## src/rtl/wsp_pkg.sv

```systemverilog
package wsp_pkg;
  typedef enum logic [1:0] {
    PH_IDLE    = 2'd0,
    PH_LOADING = 2'd1,
    PH_PROGRAM = 2'd2
  } phase_e;
endpackage

```

## src/rtl/wsp_tracker.sv

```systemverilog
// Remembers the last loaded byte and whether a write cycle is pending.
module wsp_tracker
  import wsp_pkg::*;
#(
  parameter int DATA_W = 8
) (
  input  logic              clk,
  input  logic              rst,
  input  logic              byte_wr,
  input  logic [DATA_W-1:0] byte_data,
  input  logic              load_active,
  input  logic              wr_busy,
  output phase_e            phase,
  output logic [DATA_W-1:0] last_byte
);
  logic loaded_q;
  logic seen_busy_q;

  always_ff @(posedge clk) begin
    if (rst) begin
      loaded_q    <= 1'b0;
      seen_busy_q <= 1'b0;
      last_byte   <= '0;
    end else if (byte_wr) begin
      loaded_q    <= 1'b1;
      seen_busy_q <= 1'b0;
      last_byte   <= byte_data;
    end else if (loaded_q && wr_busy) begin
      seen_busy_q <= 1'b1;
    end else if (seen_busy_q && !wr_busy) begin
      // program phase finished: the cycle is over
      loaded_q    <= 1'b0;
      seen_busy_q <= 1'b0;
    end
  end

  always_comb begin
    if (!loaded_q || !(load_active || wr_busy)) phase = PH_IDLE;
    else if (wr_busy)                           phase = PH_PROGRAM;
    else                                        phase = PH_LOADING;
  end
endmodule

```

## src/rtl/wsp_toggle.sv

```systemverilog
// Per-read toggle state; held at zero outside a pending write.
module wsp_toggle
  import wsp_pkg::*;
(
  input  logic   clk,
  input  logic   rst,
  input  phase_e phase,
  input  logic   rd_strobe,
  output logic   tog
);
  always_ff @(posedge clk) begin
    if (rst)                    tog <= 1'b0;
    else if (phase == PH_IDLE)  tog <= 1'b0;
    else if (rd_strobe)         tog <= ~tog;
  end
endmodule

```

## src/rtl/wsp_readmux.sv

```systemverilog
// Registered read answer: array byte or status pattern.
module wsp_readmux
  import wsp_pkg::*;
#(
  parameter int DATA_W   = 8,
  parameter int POLL_BIT = 7,
  parameter int TOG_BIT  = 6,
  parameter int TMR_BIT  = 5
) (
  input  logic              clk,
  input  logic              rst,
  input  logic              rd_strobe,
  input  phase_e            phase,
  input  logic [DATA_W-1:0] last_byte,
  input  logic              tog,
  input  logic [DATA_W-1:0] arr_data,
  output logic              rd_valid,
  output logic [DATA_W-1:0] rd_data,
  output logic [DATA_W-1:0] rd_oe
);
  logic [DATA_W-1:0] stat_val;
  logic [DATA_W-1:0] stat_oe;

  for (genvar i = 0; i < DATA_W; i++) begin : g_bit
    if (i == POLL_BIT) begin : g_poll
      assign stat_val[i] = ~last_byte[POLL_BIT];
      assign stat_oe[i]  = 1'b1;
    end else if (i == TOG_BIT) begin : g_tog
      assign stat_val[i] = tog;
      assign stat_oe[i]  = 1'b1;
    end else if (i == TMR_BIT) begin : g_tmr
      assign stat_val[i] = (phase == PH_PROGRAM);
      assign stat_oe[i]  = 1'b1;
    end else begin : g_off
      assign stat_val[i] = 1'b0;
      assign stat_oe[i]  = 1'b0;
    end
  end

  always_ff @(posedge clk) begin
    if (rst) begin
      rd_valid <= 1'b0;
      rd_data  <= '0;
      rd_oe    <= '0;
    end else begin
      rd_valid <= rd_strobe;
      if (!rd_strobe) begin
        rd_data <= '0;
        rd_oe   <= '0;
      end else if (phase == PH_IDLE) begin
        rd_data <= arr_data;
        rd_oe   <= '1;
      end else begin
        rd_data <= stat_val;
        rd_oe   <= stat_oe;
      end
    end
  end
endmodule

```

## src/rtl/wsp_readybusy.sv

```systemverilog
// Open-drain style ready/busy: drives low while busy, released otherwise.
module wsp_readybusy (
  input  logic clk,
  input  logic rst,
  input  logic wr_busy,
  output logic rdy_n,
  output logic rdy_oe
);
  always_ff @(posedge clk) begin
    if (rst) begin
      rdy_n  <= 1'b1;
      rdy_oe <= 1'b0;
    end else begin
      rdy_n  <= ~wr_busy;
      rdy_oe <= wr_busy;
    end
  end
endmodule

```

## src/rtl/wr_status_poll.sv

```systemverilog
module wr_status_poll
  import wsp_pkg::*;
#(
  parameter int DATA_W   = 8,
  parameter int POLL_BIT = DATA_W - 1,
  parameter int TOG_BIT  = DATA_W - 2,
  parameter int TMR_BIT  = DATA_W - 3
) (
  input  logic              clk,
  input  logic              rst,
  input  logic              byte_wr,
  input  logic [DATA_W-1:0] byte_data,
  input  logic              load_active,
  input  logic              wr_busy,
  input  logic              rd_strobe,
  input  logic [DATA_W-1:0] arr_data,
  output logic              rd_valid,
  output logic [DATA_W-1:0] rd_data,
  output logic [DATA_W-1:0] rd_oe,
  output logic              rdy_n,
  output logic              rdy_oe
);
  phase_e            phase;
  logic [DATA_W-1:0] last_byte;
  logic              tog;

  wsp_tracker #(.DATA_W(DATA_W)) u_tracker (
    .clk(clk), .rst(rst), .byte_wr(byte_wr), .byte_data(byte_data),
    .load_active(load_active), .wr_busy(wr_busy),
    .phase(phase), .last_byte(last_byte)
  );

  wsp_toggle u_toggle (
    .clk(clk), .rst(rst), .phase(phase), .rd_strobe(rd_strobe), .tog(tog)
  );

  wsp_readmux #(
    .DATA_W(DATA_W), .POLL_BIT(POLL_BIT), .TOG_BIT(TOG_BIT), .TMR_BIT(TMR_BIT)
  ) u_readmux (
    .clk(clk), .rst(rst), .rd_strobe(rd_strobe), .phase(phase),
    .last_byte(last_byte), .tog(tog), .arr_data(arr_data),
    .rd_valid(rd_valid), .rd_data(rd_data), .rd_oe(rd_oe)
  );

  wsp_readybusy u_rdy (
    .clk(clk), .rst(rst), .wr_busy(wr_busy), .rdy_n(rdy_n), .rdy_oe(rdy_oe)
  );
endmodule

```

## config.mk

```make
export PLATFORM = sky130hd
export DESIGN_NAME = wr_status_poll
export DESIGN_NICKNAME = d
export VERILOG_FILES = /design/src/rtl/wsp_pkg.sv /design/src/rtl/wsp_tracker.sv /design/src/rtl/wsp_toggle.sv /design/src/rtl/wsp_readmux.sv /design/src/rtl/wsp_readybusy.sv /design/src/rtl/wr_status_poll.sv
export SDC_FILE = /design/constraint.sdc
export NUM_CORES = 1
export LEC_CHECK = 0
export BUFFER_PORTS_ARGS = -buffer_cell sky130_fd_sc_hd__buf_4
export CORE_MARGIN = 4
export CORE_UTILIZATION = 37
export DETAILED_ROUTE_END_ITERATION = 12
export PLACE_DENSITY = 0.74
export REMOVE_ABC_BUFFERS = 1
export SKIP_CTS_REPAIR_TIMING = 1
export SLEW_MARGIN = 20
export SYNTH_ARGS = -nofsm -noshare
export SYNTH_HDL_FRONTEND = slang
export SYNTH_SLANG_ARGS = --single-unit
```

## constraint.sdc

```tcl
create_clock -name clk -period 1 [get_ports clk]
set_input_delay 0.05 -clock clk [delete_from_list [all_inputs] [get_ports clk]]
set_output_delay 0.05 -clock clk [all_outputs]
set_load 0.1 [all_outputs]
```

; ---- After elaboration in Yosys (flattened, before gate mapping)
; Index checks and enable logic that the tools add are counted.
[word_totals]
regBits = 30
out_inout_bits = 19
[op_classes]
eq_ne = 2
n_mux = 8
n_bitwise = 5
n_reduce_logical = 15
[ops]
columns = op, count
row1 = $mux 8, 1
row2 = $reduce_or 2->1, 3
row3 = $mux 5, 1
row4 = $not 1->1, 5
row5 = $mux 1, 4
row6 = $mux 2, 2
row7 = $reduce_bool 2->1, 2
row8 = $logic_not 1->1, 3
row9 = $reduce_or 3->1, 1
row10 = $eq 2x2->1 const B, 1
row11 = $logic_and 1x1->1, 2
row12 = $logic_not 2->1, 1
row13 = $logic_or 1x1->1, 2
row14 = $ne 2x2->1 const B, 1
row15 = $reduce_and 2->1, 1

; ---- Depth between registers and ports, before layout
; Gate-level depths: netlist of the first run.
[logic_depth]
word_depth = 7
depth_mapped = 4
ltp_nobuf = 4

; ---- Modules after synthesis
; From an unflattened synthesis of the first run, not the netlist that was laid out.
[unflattened]
cells_unflattened = 75
area_unflattened_um2 = 845.8
[modules_own_cells]
columns = mod, instances, cells_per_inst, area_each_um2
row1 = wsp_tracker, 1, 35, 381.6
row2 = wsp_readmux, 1, 33, 377.9
row3 = wsp_readybusy, 1, 4, 52.6
row4 = wsp_toggle, 1, 3, 33.8

; ---- Least setup slack after synthesis of the first run
; OpenSTA, ideal clock, no wires.
[synth_timing]
path_kind = register to output
from = reg, netlist name u_readmux.rd_oe[4]
to = out rd_oe[1]
t_arrival_ps = 1410
path_slack_ps = -460
path_stages_with_launch = 2
path_buffers = 1
cell_sequence = dfxtp_1 -> buf_4
[synth_rtl]
columns = item, line
row1 = "end, declared", wr_status_poll.sv:19  ; output logic [DATA_W-1:0] rd_oe,

==> metrics, run 1 <==
status=finished, violations left; failing checks=negative hold slack; met3 Use GR=5.75%; synthesis warning total=0; filler instances=104; Reg2Reg Setup Slack=150 ps; GRT Total Usage=9.71%; ant diodes=0; Rows=13; CTS tree=built; fin. max-slew vios=0; Slowest cell on crit path=dfxtp_1; antenna-violating nets left=0; clock tree buffer depth=2; clock insertion delay at the later pin of the skew report=280 ps; PortBufs=33; Die Span Y=47.2 microns; setup TNS=0 ps; Final Hold Fails=1; met1 Use GR=9.74%; register area share after synthesis=59.8%; fin crit share=98.3%; vias per std cell=4.40; met2 Track Usage GR=15.8%; Crit. End Element=output pin; Lkg Pwr=0.470 nW; post-route minimum period=983 ps; Top Usage Layer GRT=met2; CP required=950 ps; Die ar.=2230 sq um; first-pass GRT wire length=1460 microns; Cells after Synth=53; Top delay family on crit path=flip-flops; drt first pass iters=1; vias=471; Initial Util=41.7%; crit start category=flop; Syn-to-layout area delta=65.5%; Max-cap violations=0; GP Congestion=0.637; Tightest Pin Transition=282 ps; remaining global-route overflow=0; vias in the first global route=383; Min Hold Slack=-1.90 ps; Buf/Inv on CP=1; htree depth=1; routed length per instance=11.1 microns; DRC viols=0; Setup CP Type=reg2out; unrepaired setup endpoints after global routing=true; max_slew headroom=81.4%; area of the core=1370 sq um; CTS buffer count=3; initial DRC count=0; FMAX=1020 MHz; crit path DAT=930 ps; DIE WIDTH=47.2 microns; Setup Skew=1.90 ps; fraction of layout cells with a size suffix above 1=47.8%; largest vdd supply drop=0.000998 V; CP max FO=3; initial antenna violation count=0; synthesized cell area=569 sq um; final wirelength=1190 microns; clock sink count=17; dpl hpwl=900 microns; # IOs=41; largest net degree at the start of global routing=12; root buffer cell=clkbuf_4; Hold Crit Class=in2reg; clock slew at reported path FFs=90 ps; Crit path largest cell delay=360 ps; worst path cell trace=buf_4; unique cell type count in the Yosys netlist=19; Power Dens Cells=1660 nW/um^2; nets=115; Synth Register Bits=17; Synth Area per Inst=10.7 sq um; setup violators final=0
[per-stage QoR]
stage / util [%] / power, mW / setup slack (ps) / area [sq um] / cells
3_5_place_dp: 58.4 / 1.20 / 161 / 798 / 96
3_3_place_gp: 58.4 / 1.19 / 176 / 798 / 96
5_1_grt: 69.0 / 1.63 / -21.1 / 942 / 107
6_report: 69.0 / 1.57 / 17.0 / 942 / 107
2_1_floorplan: - / 1.07 / -2540 / 517 / 46
4_1_cts: 60.4 / 1.54 / -89.0 / 826 / 100
[flip-flops by register name, summed over array words and instances, names as in the netlist]
signal / count
u_readmux.rd_data: 8
u_readmux.rd_oe: 2
u_rdy.rdy_n: 1
u_rdy.rdy_oe: 1
u_readmux.rd_valid: 1
u_toggle.tog: 1
u_tracker.last_byte: 1
u_tracker.loaded_q: 1
u_tracker.seen_busy_q: 1
[cells in the mapped netlist]
master    number  area [sq um]
nor3_2         1          10.0
a22oi_1        1          7.51
mux2i_1        1          10.0
nand2b_1       2          12.5
nand2b_4       1          13.8
nand2_1        2          7.51
a21oi_1        1          5.00
nand3_1        2          10.0
and2_1         1          6.26
dfxtp_1       17           340
xnor2_1        1          8.76
nor3_1         1          5.00
and3_1         5          31.3
inv_2          1          3.75
o31ai_2        1          12.5
buf_4          7          52.6
o21ai_1        2          10.0
nor2_1         4          15.0
inv_1          2          7.51
[report_power, final]
group	total [mW]	internal (mW)	leakage, nW	switching [mW]
Clock	0.346	0.148	0.0177	0.197
Combinational	0.495	0.149	0.312	0.345
Sequential	0.728	0.709	0.141	0.0195
Total	1.57	1.01	0.470	0.562
[path summary, 6_finish.rpt]
check | startpoint | end | cells past startpoint
setup / recovery | u_readmux.rd_oe[6] | rd_oe[7] | 1
hold reg to reg | u_toggle.tog | u_readmux.rd_data[6] | 2
hold / removal | wr_busy | u_rdy.rdy_n | 2
setup reg to reg | u_tracker.loaded_q | u_readmux.rd_data[4] | 3
[logic make-up (layout without fill, tap and decap cells)]
kind of cell | after synthesis | in the layout | share of synthesized area (%)
simple gates | 19 | 19 | 19.6
flops | 17 | 17 | 59.8
buf+inv | 10 | 49 | 11.2
compound gates | 5 | 5 | 6.15
mux | 1 | 1 | 1.76
xor+xnor | 1 | 1 | 1.54
[placed cells by master (no fill, tap or decap)]
cell type / Yosys / final
and3_1: 5 / 5
nand2b_1: 2 / 2
clkinv_2: 0 / 1
nor3_1: 1 / 1
xnor2_1: 1 / 1
inv_2: 1 / 1
nand2b_4: 1 / 1
nand3_1: 2 / 2
inv_1: 2 / 2
buf_8: 0 / 4
clkbuf_4: 0 / 3
nand2_1: 2 / 2
and2_1: 1 / 1
mux2i_1: 1 / 1
dlygate4sd3_1: 0 / 7
nor2_1: 4 / 4
dfxtp_4: 0 / 1
buf_4: 7 / 30
a21oi_1: 1 / 1
dfxtp_1: 17 / 16
buf_12: 0 / 1
o21ai_1: 2 / 2
o31ai_2: 1 / 1
a22oi_1: 1 / 1
nor3_2: 1 / 1
[layout make-up]
class	instances	area, sq um	area share, %
inverter	3	11.3	1.20
tap	15	18.8	1.99
timing repair buffer	42	375	39.8
clock inverter	1	5.00	0.531
clock buffer	3	22.5	2.39
sequential	17	344	36.5
multi-input combinational	26	165	17.5
[per-layer routing]
metal	wire [microns]	part of all wire, %
met1	461	39
met2	522	44
met3	205	17
met4	0	0
met5	0	0
Note: power is estimated with default switching activity, not from simulation.
==> run 2: changes to the inputs <==
--- a/config.mk
+++ b/config.mk
@@ -9,7 +9,7 @@
 export CORE_MARGIN = 4
 export CORE_UTILIZATION = 37
 export DETAILED_ROUTE_END_ITERATION = 12
-export PLACE_DENSITY = 0.74
+export PLACE_DENSITY_LB_ADDON = 0.3
 export REMOVE_ABC_BUFFERS = 1
 export SKIP_CTS_REPAIR_TIMING = 1
 export SLEW_MARGIN = 20
==> run 2 against run 1 <==
- the flow still finishes with violations (negative hold slack)
- combinational power increased by 1%
- register-to-register slack about the same
- maximum frequency shrank 0.56%
- die area unchanged
- clock skew up 5.9 ps
- critical path depth stayed put
- sequential power about the same
- critical path type unchanged
- largest cell class unchanged
==> metrics, run 2 (synthesis results as in run 1) <==
Die ar.=2230 sq um; CTS buffer count=3; unrepaired setup endpoints after global routing=true; switching share of total power=36.4%; setup TNS=0 ps; clock tree buffer depth=2; pre-CTS setup slack=168 ps; Hold Crit Class=in2reg; crit start category=flop; first-pass GRT wire length=1650 microns; Crit path largest cell delay=360 ps; commonest non-fill, non-tap cells in the layout=buf_4 (30), dfxtp_1 (16), dlygate4sd3_1 (9), and3_1 (5); sw power=0.580 mW; Tightest Pin Transition=283 ps; Final Cell Area=962 sq um; placed insts=96; initial antenna violation count=0; initial DRC count=3; max_slew headroom=81.3%; setup violators final=0; Initial Util=41.7%; DRC viols=0; fin crit share=98.9%; # IOs=41; clock insertion delay at the later pin of the skew report=290 ps; CP required=950 ps; met3 Use GR=3.45%; Internal=1.01 mW; Placed Area=798 sq um; htree depth=1; PortBufs=33; Final Core Density=70.4%; Setup CP Type=reg2out; dpl hpwl=831 microns; Largest regs=u_readmux.rd_data: 8 flops, u_readmux.rd_oe: 2 flops; vias in the first global route=426; CP max FO=3; fraction of layout cells with a size suffix above 1=46.8%; Largest Register=u_readmux.rd_data; DIE WIDTH=47.2 microns; GRT Total Usage=10.5%; Lkg Pwr=0.479 nW; ant diodes=0; largest vdd supply drop=0.00107 V; worst setup margin=11.5 ps; max FFs per register=8; CTS tree=built; worst path cell trace=buf_4; largest net degree at the start of global routing=12; Combinational Power Share=31.5%; final wirelength=1210 microns; met1 Use GR=11.8%; failing checks=negative hold slack; Setup Skew=7.84 ps; clock sink count=17; Rows=13; drt first pass iters=2; crit path DAT=940 ps; Clock power frac=22.8%; Top Usage Layer GRT=met2; Die Span Y=47.2 microns; Post-Layout Cell Count=109; status=finished, violations left; Crit. End Element=output pin; most common cell after layout, fill and taps aside=buf_4; vias per std cell=4.42; antenna-violating nets left=0; clock slew at reported path FFs=100 ps; Design Power=1.59 mW; Min Hold Slack=-14.3 ps; remaining global-route overflow=0; filler instances=105; Buf/Inv on CP=1; root buffer cell=clkbuf_4; sequential power share=45.7%; post-route minimum period=989 ps; Final Hold Fails=2; routed length per instance=11.1 microns; met2 Track Usage GR=17.6%; Syn-to-layout area delta=69.0%; nets=117; vias=482; FMAX=1010 MHz; Top delay family on crit path=flip-flops; Slowest cell on crit path=dfxtp_1; Power Dens Cells=1650 nW/um^2; area of the core=1370 sq um; fin. max-slew vios=0; Max-cap violations=0; GP Congestion=0.640
[run 2: cell types whose count changed in the layout (fill, tap and decap cells not counted), sizes merged]
| cell | previous run | this run |
|---|---|---|
| dlygate4sd3 | 7 | 9 |
[run 2: final cells by class]
class | count | area, sq um | area share, %
clock buffer | 3 | 22.5 | 2.34
clock inverter | 1 | 5.00 | 0.520
inverter | 3 | 11.3 | 1.17
multi-input combinational | 26 | 165 | 17.2
sequential | 17 | 344 | 35.8
tap | 15 | 18.8 | 1.95
timing repair buffer | 44 | 395 | 41.1
[run 2: worst reg2reg max path: cells and delay by family, from the launching register on]
family / cells / cell delay, ps
AND/OR/NAND/NOR: 1 / 180
AO/OA/AOI/OAI: 1 / 60
flip-flops: 1 / 340
buffers and inverters: 1 / 170
[run 2: final timing paths]
path	startpoint	endpoint	slack [ps]	cells past startpoint
setup / recovery	u_readmux.rd_oe[6]	rd_oe[5]	10	1
setup reg to reg	u_tracker.loaded_q	u_readmux.rd_data[1]	150	3
hold reg to reg	u_toggle.tog	u_readmux.rd_data[6]	470	2
hold / removal	byte_data[7]	u_tracker.last_byte[7]	-10	3
[run 2: power by group through the flow]
stage	sequential, mW	clock [mW]	combinational [mW]
final	0.727	0.363	0.502
after CTS	0.724	0.375	0.457
after floorplan	1.02	0	0.0463
after global routing	0.732	0.415	0.523
after detailed placement	0.739	0	0.457
after global placement	0.738	0	0.454
[run 2: layer usage]
layer	vias to the layer above	wire length (microns)
met5	-	0
met4	0	0
met3	0	181
met2	27	531
met1	205	493
li1	250	-
==> run 3: changes to the inputs <==
--- a/config.mk
+++ b/config.mk
@@ -6,10 +6,12 @@
 export NUM_CORES = 1
 export LEC_CHECK = 0
 export BUFFER_PORTS_ARGS = -buffer_cell sky130_fd_sc_hd__buf_4
+export CELL_PAD_IN_SITES_DETAIL_PLACEMENT = 1
+export CELL_PAD_IN_SITES_GLOBAL_PLACEMENT = 1
 export CORE_MARGIN = 4
-export CORE_UTILIZATION = 37
+export CORE_UTILIZATION = 26
 export DETAILED_ROUTE_END_ITERATION = 12
-export PLACE_DENSITY_LB_ADDON = 0.3
+export PLACE_DENSITY_LB_ADDON = 0.1
 export REMOVE_ABC_BUFFERS = 1
 export SKIP_CTS_REPAIR_TIMING = 1
 export SLEW_MARGIN = 20
==> run 3 against run 2 <==
- the run still ends with negative hold slack left
- die area rose by 35%
- clock power fell by 4%
- sequential power barely moved
- via count fell by 0.21%
- flip-flop and latch count did not move
- register-to-register slack barely moved
- largest power group unchanged
==> metrics, run 3 (synthesis results as in run 1) <==
CP max FO=3; area of the core=2020 sq um; # IOs=41; top sig layer=met3; Power Dens Cells=1660 nW/um^2; fraction of layout cells with a size suffix above 1=47.3%; max FFs per register=8; setup TNS=0 ps; Max-cap violations=0; clock slew at reported path FFs=90 ps; Setup Skew=1.54 ps; largest vdd supply drop=0.000708 V; Slowest cell on crit path=dfxtp_1; htree depth=1; sequential power share=46.3%; status=finished, violations left; Hold Crit Class=in2reg; GRT Total Usage=8.75%; GP Congestion=0.705; worst path cell trace=buf_4; Largest Register=u_readmux.rd_data; Crit. End Element=output pin; filler instances=225; Top delay family on crit path=flip-flops; remaining global-route overflow=0; Lkg Pwr=0.463 nW; Syn-to-layout area delta=66.2%; ant diodes=0; sw power=0.560 mW; initial antenna violation count=0; Largest regs=u_readmux.rd_data: 8 flops, u_readmux.rd_oe: 2 flops; Reg2Reg Setup Slack=150 ps; Setup CP Type=reg2out; failing checks=negative hold slack; Clock power frac=22.2%; most common cell after layout, fill and taps aside=buf_4; antenna-violating nets left=0; post-route minimum period=987 ps; FMAX=1010 MHz; max_slew headroom=81.3%; met3 wirelength from detailed routing=177 microns; CTS tree=built; Tightest Pin Transition=283 ps; DIE WIDTH=54.8 microns; fin crit share=98.7%; worst setup margin=13.2 ps; root buffer cell=clkbuf_4; vias=481; Die ar.=3000 sq um; Crit path largest cell delay=360 ps; switching share of total power=35.7%; crit start category=flop; crit path DAT=940 ps; Initial Util=28.2%; Final Core Density=46.8%; unrepaired setup endpoints after global routing=true; largest net degree at the start of global routing=12; final wirelength=1340 microns; vias in the first global route=438; Combinational Power Share=31.5%; DRC viols=0; fin. max-slew vios=0; drt first pass iters=2; Min Hold Slack=-4.60 ps; clock sink count=17; met2 WL=653 microns; CP required=950 ps; routed length per instance=11.4 microns; Buf/Inv on CP=1; PortBufs=33; clock tree buffer depth=2; setup violators final=0; clock insertion delay at the later pin of the skew report=280 ps; wl on met1=511 microns; CTS buffer count=3; Rows=16; commonest non-fill, non-tap cells in the layout=buf_4 (30), dfxtp_1 (16), dlygate4sd3_1 (6), and3_1 (5); pre-CTS setup slack=162 ps; Final Hold Fails=1; first-pass GRT wire length=1820 microns; vias per std cell=4.08; Internal=1.01 mW; Die Span Y=54.8 microns; initial DRC count=1; nets=114
-- run 3: cell count changes in the layout (fill, tap and decap cells not counted), sizes merged --
| cell | delta |
|---|---|
| clkbuf | +1 |
| clkinv | -1 |
| dlygate4sd3 | -3 |
-- run 3: worst paths after layout --
check                     start                   end  cells after the start
max          u_readmux.rd_oe[6]              rd_oe[7]                      1
min reg2reg        u_toggle.tog  u_readmux.rd_data[6]                      2
max reg2reg  u_tracker.loaded_q  u_readmux.rd_data[4]                      3
min                 arr_data[6]  u_readmux.rd_data[6]                      3
-- run 3: layout make-up --
type / instances / area (sq um) / share of cell area [%]
Sequential cell: 17 / 344 / 36.4
Clock buffer: 4 / 26.3 / 2.78
Multi-Input combinational cell: 26 / 165 / 17.5
Tap cell: 27 / 33.8 / 3.57
Inverter: 3 / 11.3 / 1.19
Timing Repair Buffer: 41 / 365 / 38.6
-- run 3: routing by layer --
layer | track usage [%] | vias up
met2 | 13.6 | 24
met4 | 4.98 | 0
met5 | 0 | -
li1 | - | 243
met3 | 3.54 | 0
met1 | 10.0 | 214
-- run 3: through the flow --
step	instances	area, sq um	power, mW
after global placement	108	813	1.20
after CTS	112	840	1.56
after detailed placement	108	813	1.20
final	118	946	1.57
after global routing	118	946	1.65
after floorplan	46	517	1.07
-- run 3: power by group through the flow --
stage | Combinational, mW | Sequential [mW] | Clock [mW]
2_1_floorplan | 0.0463 | 1.02 | 0
3_3_place_gp | 0.458 | 0.738 | 0
3_5_place_dp | 0.460 | 0.740 | 0
4_1_cts | 0.460 | 0.724 | 0.378
5_1_grt | 0.516 | 0.731 | 0.399
6_report | 0.495 | 0.727 | 0.348
